===== src/rtl/sector_locator_pkg.sv =====
package sector_locator_pkg;

   typedef enum logic [0:0] {
      WALK_IDLE = 1'b0,
      WALK_SCAN = 1'b1
   } walk_state_t;

   // Index of the highest set bit (0 when the vector is zero).
   function automatic int top_bit(input logic [63:0] v);
      int pos;
      pos = 0;
      for (int k = 0; k < 64; k++) begin
         if (v[k]) pos = k;
      end
      return pos;
   endfunction

endpackage


===== src/rtl/slc_cfg_check.sv =====
module slc_cfg_check
   import sector_locator_pkg::*;
#(
   parameter int NREG   = 4,
   parameter int CNT_W  = 12,
   parameter int LEN_W  = 25,
   parameter int SIZE_W = 39,
   parameter int LOG_W  = 5
) (
   input  logic [NREG-1:0][CNT_W-1:0] reg_cnt_i,
   input  logic [NREG-1:0][LEN_W-1:0] reg_len_i,
   input  logic [CNT_W-1:0]           uni_cnt_i,
   input  logic [LEN_W-1:0]           uni_len_i,
   output logic [CNT_W-1:0]           eff_cnt_o  [NREG],
   output logic [LOG_W-1:0]           eff_log_o  [NREG],
   output logic [SIZE_W-1:0]          eff_size_o [NREG],
   output logic [SIZE_W-1:0]          total_o,
   output logic                       bad_o
);

   localparam logic [63:0] LEN_CEIL = 64'h0000_0000_0100_0000;

   logic                list_mode;
   logic [NREG-1:0]     alive;
   logic [NREG-1:0]     reg_bad;
   logic [SIZE_W-1:0]   run_base [NREG+1];
   logic [SIZE_W-1:0]   uni_size;

   assign list_mode   = (reg_cnt_i[0] != '0);
   assign run_base[0] = '0;
   assign uni_size    = SIZE_W'(uni_cnt_i) * SIZE_W'(uni_len_i);

   for (genvar g = 0; g < NREG; g++) begin : g_region
      logic [CNT_W-1:0]  cnt_sel;
      logic [LEN_W-1:0]  len_sel;
      logic              active;
      logic              len_ok;
      logic              aligned;
      logic [SIZE_W-1:0] len_mask;

      if (g == 0) begin : g_first
         assign cnt_sel = list_mode ? reg_cnt_i[0] : uni_cnt_i;
         assign len_sel = list_mode ? reg_len_i[0] : uni_len_i;
         assign alive[0] = (cnt_sel != '0);
      end else begin : g_rest
         assign cnt_sel = list_mode ? reg_cnt_i[g] : '0;
         assign len_sel = list_mode ? reg_len_i[g] : '0;
         assign alive[g] = alive[g-1] && (cnt_sel != '0);
      end

      assign active   = alive[g];
      assign len_ok   = $onehot(len_sel) && (len_sel[7:0] == 8'h00) &&
                        (64'(len_sel) < LEN_CEIL);
      assign len_mask = SIZE_W'(len_sel) - SIZE_W'(1);
      assign aligned  = ((run_base[g] & len_mask) == '0);

      assign eff_cnt_o[g]  = active ? cnt_sel : '0;
      assign eff_log_o[g]  = LOG_W'(top_bit(64'(len_sel)));
      assign eff_size_o[g] = active ? (SIZE_W'(cnt_sel) * SIZE_W'(len_sel)) : '0;
      assign run_base[g+1] = run_base[g] + eff_size_o[g];
      assign reg_bad[g]    = active && !(len_ok && aligned);
   end

   assign total_o = run_base[NREG];

   always_comb begin
      bad_o = |reg_bad;
      if (!list_mode && (uni_cnt_i == '0)) bad_o = 1'b1;
      if (list_mode && (uni_size != '0) && (uni_size != total_o)) bad_o = 1'b1;
   end

endmodule


===== src/rtl/slc_walker.sv =====
module slc_walker
   import sector_locator_pkg::*;
#(
   parameter int NREG   = 4,
   parameter int ADDR_W = 32,
   parameter int CNT_W  = 12,
   parameter int LEN_W  = 25,
   parameter int SIZE_W = 39,
   parameter int LOG_W  = 5,
   parameter int SEC_W  = 14
) (
   input  logic                clk,
   input  logic                rst_n,
   input  logic                cfg_bad_i,
   input  logic [SIZE_W-1:0]   total_i,
   input  logic [CNT_W-1:0]    cnt_i  [NREG],
   input  logic [LOG_W-1:0]    log_i  [NREG],
   input  logic [SIZE_W-1:0]   size_i [NREG],
   input  logic                req_valid_i,
   input  logic [ADDR_W-1:0]   req_offset_i,
   output logic                req_ready_o,
   output logic                done_o,
   output logic                err_o,
   output logic [SEC_W-1:0]    sector_o,
   output logic [LEN_W-1:0]    len_o,
   output logic [ADDR_W-1:0]   base_o,
   output logic                cfg_err_o
);

   localparam int RI_W = (NREG > 1) ? $clog2(NREG) : 1;

   walk_state_t       state_q;
   logic              checked_q;
   logic              bad_q;
   logic [RI_W-1:0]   ridx_q;
   logic [SIZE_W-1:0] rbase_q;
   logic [SEC_W-1:0]  rstart_q;
   logic [ADDR_W-1:0] off_q;

   logic [SIZE_W-1:0] off_ext;
   logic [SIZE_W-1:0] req_ext;
   logic [SIZE_W-1:0] reg_end;
   logic [LOG_W-1:0]  cur_log;
   logic [SIZE_W-1:0] rel_off;
   logic [ADDR_W-1:0] low_mask;

   assign off_ext  = SIZE_W'(off_q);
   assign req_ext  = SIZE_W'(req_offset_i);
   assign cur_log  = log_i[ridx_q];
   assign reg_end  = rbase_q + size_i[ridx_q];
   assign rel_off  = (off_ext - rbase_q) >> cur_log;
   assign low_mask = (ADDR_W'(1) << cur_log) - ADDR_W'(1);

   assign req_ready_o = (state_q == WALK_IDLE) && checked_q;
   assign cfg_err_o   = bad_q;

   always_ff @(posedge clk) begin
      if (!rst_n) begin
         state_q   <= WALK_IDLE;
         checked_q <= 1'b0;
         bad_q     <= 1'b0;
         ridx_q    <= '0;
         rbase_q   <= '0;
         rstart_q  <= '0;
         off_q     <= '0;
         done_o    <= 1'b0;
         err_o     <= 1'b0;
         sector_o  <= '0;
         len_o     <= '0;
         base_o    <= '0;
      end else begin
         done_o <= 1'b0;
         if (!checked_q) begin
            checked_q <= 1'b1;
            bad_q     <= cfg_bad_i;
         end
         case (state_q)
            WALK_IDLE: begin
               if (req_valid_i && checked_q) begin
                  if (bad_q || (req_ext >= total_i)) begin
                     done_o   <= 1'b1;
                     err_o    <= 1'b1;
                     sector_o <= '0;
                     len_o    <= '0;
                     base_o   <= '0;
                  end else begin
                     state_q  <= WALK_SCAN;
                     off_q    <= req_offset_i;
                     ridx_q   <= '0;
                     rbase_q  <= '0;
                     rstart_q <= '0;
                  end
               end
            end
            WALK_SCAN: begin
               if (off_ext < reg_end) begin
                  done_o   <= 1'b1;
                  err_o    <= 1'b0;
                  sector_o <= rstart_q + SEC_W'(rel_off);
                  len_o    <= LEN_W'(1) << cur_log;
                  base_o   <= off_q & ~low_mask;
                  state_q  <= WALK_IDLE;
               end else begin
                  rbase_q  <= reg_end;
                  rstart_q <= rstart_q + SEC_W'(cnt_i[ridx_q]);
                  ridx_q   <= ridx_q + RI_W'(1);
               end
            end
            default: state_q <= WALK_IDLE;
         endcase
      end
   end

endmodule


===== src/rtl/sector_locator.sv =====
module sector_locator
   import sector_locator_pkg::*;
#(
   parameter int NREG   = 4,
   parameter int ADDR_W = 32,
   parameter int CNT_W  = 12,
   parameter int LEN_W  = 25,
   parameter int SEC_W  = CNT_W + 2
) (
   input  logic                       clk,
   input  logic                       rst_n,
   input  logic [NREG-1:0][CNT_W-1:0] cfg_blocks,
   input  logic [NREG-1:0][LEN_W-1:0] cfg_sect_len,
   input  logic [CNT_W-1:0]           cfg_uni_blocks,
   input  logic [LEN_W-1:0]           cfg_uni_len,
   input  logic                       req_valid,
   input  logic [ADDR_W-1:0]          req_offset,
   output logic                       req_ready,
   output logic                       rsp_done,
   output logic                       rsp_err,
   output logic [SEC_W-1:0]           rsp_sector,
   output logic [LEN_W-1:0]           rsp_len,
   output logic [ADDR_W-1:0]          rsp_base,
   output logic                       cfg_error
);

   localparam int SIZE_W = CNT_W + LEN_W + 2;
   localparam int LOG_W  = $clog2(LEN_W);

   if (NREG < 1 || NREG > 4) begin : g_bad_nreg
      $error("sector_locator: NREG must be 1..4");
   end
   if (LEN_W < 9 || LEN_W > 64) begin : g_bad_len
      $error("sector_locator: LEN_W must be 9..64");
   end
   if (SIZE_W < ADDR_W) begin : g_bad_addr
      $error("sector_locator: ADDR_W wider than region size arithmetic");
   end

   logic [CNT_W-1:0]  eff_cnt  [NREG];
   logic [LOG_W-1:0]  eff_log  [NREG];
   logic [SIZE_W-1:0] eff_size [NREG];
   logic [SIZE_W-1:0] total;
   logic              cfg_bad;

   slc_cfg_check #(
      .NREG(NREG), .CNT_W(CNT_W), .LEN_W(LEN_W), .SIZE_W(SIZE_W), .LOG_W(LOG_W)
   ) u_cfg (
      .reg_cnt_i  (cfg_blocks),
      .reg_len_i  (cfg_sect_len),
      .uni_cnt_i  (cfg_uni_blocks),
      .uni_len_i  (cfg_uni_len),
      .eff_cnt_o  (eff_cnt),
      .eff_log_o  (eff_log),
      .eff_size_o (eff_size),
      .total_o    (total),
      .bad_o      (cfg_bad)
   );

   slc_walker #(
      .NREG(NREG), .ADDR_W(ADDR_W), .CNT_W(CNT_W), .LEN_W(LEN_W),
      .SIZE_W(SIZE_W), .LOG_W(LOG_W), .SEC_W(SEC_W)
   ) u_walk (
      .clk          (clk),
      .rst_n        (rst_n),
      .cfg_bad_i    (cfg_bad),
      .total_i      (total),
      .cnt_i        (eff_cnt),
      .log_i        (eff_log),
      .size_i       (eff_size),
      .req_valid_i  (req_valid),
      .req_offset_i (req_offset),
      .req_ready_o  (req_ready),
      .done_o       (rsp_done),
      .err_o        (rsp_err),
      .sector_o     (rsp_sector),
      .len_o        (rsp_len),
      .base_o       (rsp_base),
      .cfg_err_o    (cfg_error)
   );

endmodule


===== config.mk =====
export PLATFORM = sky130hd
export DESIGN_NAME = sector_locator
export DESIGN_NICKNAME = d
export VERILOG_FILES = /design/src/rtl/sector_locator_pkg.sv /design/src/rtl/slc_cfg_check.sv /design/src/rtl/slc_walker.sv /design/src/rtl/sector_locator.sv
export SDC_FILE = /design/constraint.sdc
export NUM_CORES = 2
export LEC_CHECK = 0
export ABC_CLOCK_PERIOD_IN_PS = 45700
export BUFFER_PORTS_ARGS = -buffer_cell sky130_fd_sc_hd__clkbuf_2
export CORE_MARGIN = 2
export CORE_UTILIZATION = 60
export CTS_CLUSTER_DIAMETER = 30
export CTS_CLUSTER_SIZE = 25
export DETAILED_ROUTE_END_ITERATION = 12
export PLACE_DENSITY = 0.84
export SKIP_CTS_REPAIR_TIMING = 1
export SLEW_MARGIN = 20
export SYNTH_ARGS = -nofsm -noshare
export SYNTH_HDL_FRONTEND = slang
export SYNTH_SLANG_ARGS = --single-unit

===== constraint.sdc =====
create_clock -name clk -period 45.7 [get_ports clk]
set_input_delay 11.425 -clock clk [delete_from_list [all_inputs] [get_ports clk]]
set_output_delay 11.425 -clock clk [all_outputs]
set_load 0.005 [all_outputs]

[Word-level counts from Yosys, hierarchy flattened]
Cells that the tools add are included.
Operators by class
  add/subtract/negate cells: 108
  multipliers: 5
  magnitude comparators: 7
  equal/unequal tests: 10
  shift operators: 3
  multiplexer cells: 160
  bitwise gates (word level): 8
  reduce and logical (&&, ||, !) cells: 47
Operator list (number)
  5-bit two-way mux: 51
  5-bit adder: 44
  39-bit two-way mux: 5
  12-bit by 25-bit multiplier with 37-bit output: 5
  25-bit two-way mux: 7
  39-bit adder: 4
  37-bit two-way mux: 4
  12-bit two-way mux: 10
  39-bit AND: 3
  39-bit logical NOT: 3
  25-bit < comparator, second input constant: 4
  1-bit by 1-bit adder with 2-bit output: 48
  32-bit two-way mux: 3
  4-bit two-way mux: 24
  14-bit two-way mux: 6
  39-bit binary-select mux with 2-bit select: 1
  39-bit case mux with 2 select lines: 1
  25-bit by 1-bit subtractor with 26-bit output, second input constant: 3
  32-bit case mux with 2 select lines: 1
  12-bit nonzero test: 5
  14-bit case mux with 2 select lines: 2
  25-bit case mux with 2 select lines: 1
  32-bit by 39-bit greater-or-equal comparator with 1-bit output: 1
  32-bit by 39-bit < comparator with 1-bit output: 1
  32 further kinds: 111
Word-level totals
  register bits after elaboration: 163
  bits of input ports: 220
  output and inout bits: 75
  word-level logic and storage cells: 360

[Longest topological paths before layout]
  depth in word-level cells: 35
  gate-level depth with buffers: 74
  mapped depth without buffers: 60

[By module]
From an unflattened synthesis, not the netlist that was laid out.
Second synthesis, totals
  cell total of the unflattened synthesis: 9697
  area, all modules: 77207.8 µm²
By module, submodules not included
  slc_cfg_check: times used 1, cells each 7625, area each 60538.1 µm², seq. area each 0.0 µm²
  slc_walker: times used 1, cells each 2072, area each 16669.7 µm², seq. area each 3263.1 µm²

[Least setup slack after synthesis]
Ideal clock, no wire load.
  path kind: in2reg
  start: input cfg_blocks[7] (netlist bit)
  end: register u_walk.state_q
  library setup time: 0.115 ns
  arrival: 25.417 ns
  required time: 45.585 ns
  slack: 20.168 ns
  stages: 63
  buffers on the path: 11
  cell sequence: nor4_4 > and3_1 > buf_4 > buf_4 > clkbuf_1 > clkbuf_1 > clkbuf_1 > clkbuf_1 > clkbuf_1 > clkbuf_1 > a21o_1 > clkbuf_1 > nand2_1 > fa_1 > fa_1 > inv_1 > fa_1 > fa_1 > [... 27 more ...] > inv_1 > nor2_1 > o21a_1 > or4_1 > a211oi_1 > nor2_1 > xnor2_1 > ha_1 > o2111a_1 > o21ai_0 > a21oi_1 > o211ai_1 > nor4_1 > a311oi_2 > buf_6 > or2_4 > buf_6 > and2_1
Between the ends
  cells in the longest elaborated chain, start to end: 14
  elaborated cells between the ends (all ways): 38
  those cells by class: add/sub: 4; mul: 4; order compare: 2; mux: 19; reduce/logical: 9
RTL lines
  start: declaration: RTL line sector_locator.sv:12  | input logic [NREG-1:0][CNT_W-1:0] cfg_blocks,
  branches (longest 13 deep; another with 39-bit adder)
  1-bit case mux with 2 select lines (*): RTL line slc_walker.sv:77  | case (state_q)
  end signal: assignment: RTL line slc_walker.sv:59  | state_q <= WALK_IDLE;
  end signal: assignment: RTL line slc_walker.sv:87  | state_q <= WALK_SCAN;
  end signal: assignment: RTL line slc_walker.sv:102  | state_q <= WALK_IDLE;
  end: declaration: RTL line slc_walker.sv:32  | walk_state_t state_q;
Mark *: on every way between the ends. The select of a mux whose other input is x is not followed.
A chain may end at the register's enable or synchronous reset.

[Worst setup path after layout]
  start: input cfg_blocks[7] (netlist bit)
  end: register u_walk.rbase_q[32]
Between the ends
  cells in the longest elaborated chain, start to end: 14
  elaborated cells between the ends (all ways): 39
  those cells by class: add/sub: 4; mul: 4; order compare: 2; eq/ne: 2; mux: 17; reduce/logical: 10
RTL lines
  branches (longest 14 deep; another with 39-bit adder)
  end signal: assignment: RTL line slc_walker.sv:104  | rbase_q <= reg_end;
  end: declaration: RTL line slc_walker.sv:36  | logic [SIZE_W-1:0] rbase_q;
Parallel ways; which one is timed is not known. The select of a mux whose other input is x is not followed.

==> reports/results.ini <==
[drt]
drt_drc_violations_left = 0
first_pass_iters = 8
routedWlPerCell_um = 24.0
vias = 69800
drt-initial-drc-count = 8367
via_per_inst = 6.34
antenna_left = 0
wirelength_um = 264000

[synth]
synth.avg_cell_area_sq_um = 8.12
yosysUniqueCellTypes = 121
synth-seq-cells = 163
async_reset_ff_frac = 0
yosys_warnings = 0
synth_ff_type = dfxtp_1
netlist_instances = 9422
synth-edff-count = 0
syn_area_sq_um = 76500
yosysSeqAreaShare = 0.0427
mappedNetlistNets = 11600

[global_route]
grt_overflow = 0
grt_pass1_vias = 71200
grt.met2_usage = 0.619
grt_pass1_wl_um = 408000
gr-usage-met3 = 0.0891
grt_usage = 0.405
grt_max_degree = 158
grt_use_met1 = 0.530
busiest_layer = met2
grt_antenna_before_repair = 22

[timing]
setup_violations = 0
min_period_over_period = 0.594
hold_viol = 0
slew_headroom = 0.152
min_period_ns = 27.14
clock_skew_ns = 0.0132
hold_slack_ns = 0.459
slew_viol_final = 0
fmax_mhz = 36.8
rsz0062_at_grt = false
worst_pin_slew_ns = 1.26
finalSetupTns_ns = 0

[clock_tree]
cts.sinks = 163
htree_num_levels = 4
cts_made_buffers = 17
cts.clk_slew.worst_paths_ns = 0.06
cts_tree = built
cts.path.max_buffers = 2
clkLatencyLatePin_ns = 0.47
root_buffer = clkbuf_16

[setup_path]
path_max_fanout = 50
setup.worst_path.end_class = flip-flop
critical_path_class = input port to flip-flop
r2r_end = u_walk.len_o[7]$_SDFFE_PN0P_
arrival_ns = 27.54
reg2reg_depth = 31
critPathSlowestCell = and3_4
worstPathRequired_ns = 46.10
r2r-start = u_walk.ridx_q[1]$_SDFFE_PN0P_
cpPeakStageDelay_ns = 0.76
cp-start-kind = input port
r2r_setup_slack_ns = 36.63

[die]
start_util = 0.607
rows = 130
io_pins = 295
dieArea_sq_um = 130000
die_y_um = 361
core-area_sq_um = 126000
die_x_um = 361

[cells_and_area]
layout-drive-gt1-share = 0.0645
final_nets = 11500
fin_area_sq_um = 79400
nFillCells = 10600
final_util = 0.630
syn_to_final_growth_pct = 3.89

[placement]
dpl_cell_area_sq_um = 78800
gp_congestion = 1.06
dp_hpwl_um = 213000
port_buffers = 294

[worst_hold_path]
min_path_cells = 1
min_path_type = flip-flop to flip-flop
min-delay-start = u_walk.len_o[17]$_SDFFE_PN0P_
hold-path-endpoint = u_walk.len_o[17]$_SDFFE_PN0P_

[run_status]
outcome = finished clean

[flow_run]
drv_cap = 0

==> metal layers <==
layer	wire (um)	part of all wire	vias up
met3	31900	0.12	896
li1	-	-	30300
met1	99700	0.38	34200
met2	115000	0.43	4461
met4	17800	0.067	8
met5	50	0.00019	-
==> cells by family (layout without fill, tap and decap cells) <==
| family | Yosys count | in the layout | share of synthesized area |
|---|---|---|---|
| other | 0 | 12 | 0 |
| XOR/XNOR | 398 | 398 | 0.0458 |
| multiplexers | 170 | 170 | 0.0285 |
| AO/OA/AOI/OAI | 1514 | 1514 | 0.137 |
| adder cells (fa/ha/maj) | 1995 | 1995 | 0.448 |
| flip-flops | 163 | 163 | 0.0427 |
| buffers and inverters | 2126 | 2054 | 0.106 |
| AND/OR/NAND/NOR | 3056 | 3056 | 0.192 |
==> worst max-delay path by stage <==
stage | startpoint | to | slack, ns | cells past startpoint
global route | cfg_blocks[7] | u_walk.rbase_q[32]$_SDFFE_PN0P_ | 17.80 | 57
global placement | cfg_blocks[7] | u_walk.rbase_q[0]$_SDFFE_PN0P_ | 18.74 | 57
finish | cfg_blocks[7] | u_walk.rbase_q[32]$_SDFFE_PN0P_ | 18.56 | 57
floorplan | cfg_blocks[7] | u_walk.state_q$_SDFF_PN0_ | 20.17 | 63
CTS | cfg_blocks[7] | u_walk.rbase_q[32]$_SDFFE_PN0P_ | 18.90 | 57
detailed placement | cfg_blocks[7] | u_walk.rbase_q[32]$_SDFFE_PN0P_ | 18.50 | 57
==> flip-flops by register name, summed over array words and instances, names as in the netlist <==
register,flops
u_walk.checked_q,1
u_walk.rbase_q,39
u_walk.done_o,1
u_walk.ridx_q,2
u_walk.sector_o,14
u_walk.cfg_err_o,1
u_walk.base_o,32
u_walk.len_o,25
u_walk.rstart_q,14
u_walk.err_o,1
u_walk.state_q,1
u_walk.off_q,32
==> stage by stage <==
step,worst slack [ns],std cells
floorplan,20.17,9422
global placement,18.74,11000
detailed placement,18.50,11000
CTS,18.90,11000
global route,17.80,11000
finish,18.56,11000
==> placed cells by master, fill, tap and decap left out, types with 161 or more instances in the layout <==
cell type,synthesis,routed
nor2_1,512,510
and2_1,405,405
inv_1,1635,1635
dfxtp_1,163,161
a21oi_1,388,387
nand2_1,1239,1239
clkbuf_2,1,294
xnor2_1,251,251
o21ai_0,229,226
fa_1,1237,1237
and3_1,297,296
ha_1,750,750
a21o_1,174,174
==> layout make-up <==
type	count	area, sq um	area share
multi-input cells	7133	65200	0.821
inverters	1645	6170	0.0777
flip-flops and latches	163	3270	0.0411
repair buffers	377	2110	0.0265
well taps	1650	2060	0.0260
clock buffers	19	443	0.00558
clock inverters	13	171	0.00216
diodes	12	30.0	0.000378
==> Yosys cell counts, types with 123 or more instances <==
master,count,area share
a21o_1,174,0.017
a21oi_1,388,0.025
and2_1,405,0.033
and3_1,297,0.024
clkbuf_1,418,0.021
dfxtp_1,163,0.043
fa_1,1237,0.32
ha_1,750,0.12
inv_1,1635,0.080
nand2_1,1239,0.061
nand3_1,123,0.0081
nor2_1,512,0.025
nor3_1,131,0.0086
o21ai_0,229,0.015
xnor2_1,251,0.029
xor2_1,146,0.017
==> critical path, delay by kind of cell <==
kind / cells / cell delay [ns]
AOI/OAI and AO/OA: 20 / 4.48
xor gates and xnor gates: 3 / 0.57
adders and majority gates: 11 / 4.65
buffers and inverters: 8 / 1.84
and+or+nand+nor: 15 / 4.43
Power is left out: the tool's default activity adds up to more than one toggle a clock period on the data nets, which glitch-free logic cannot reach.
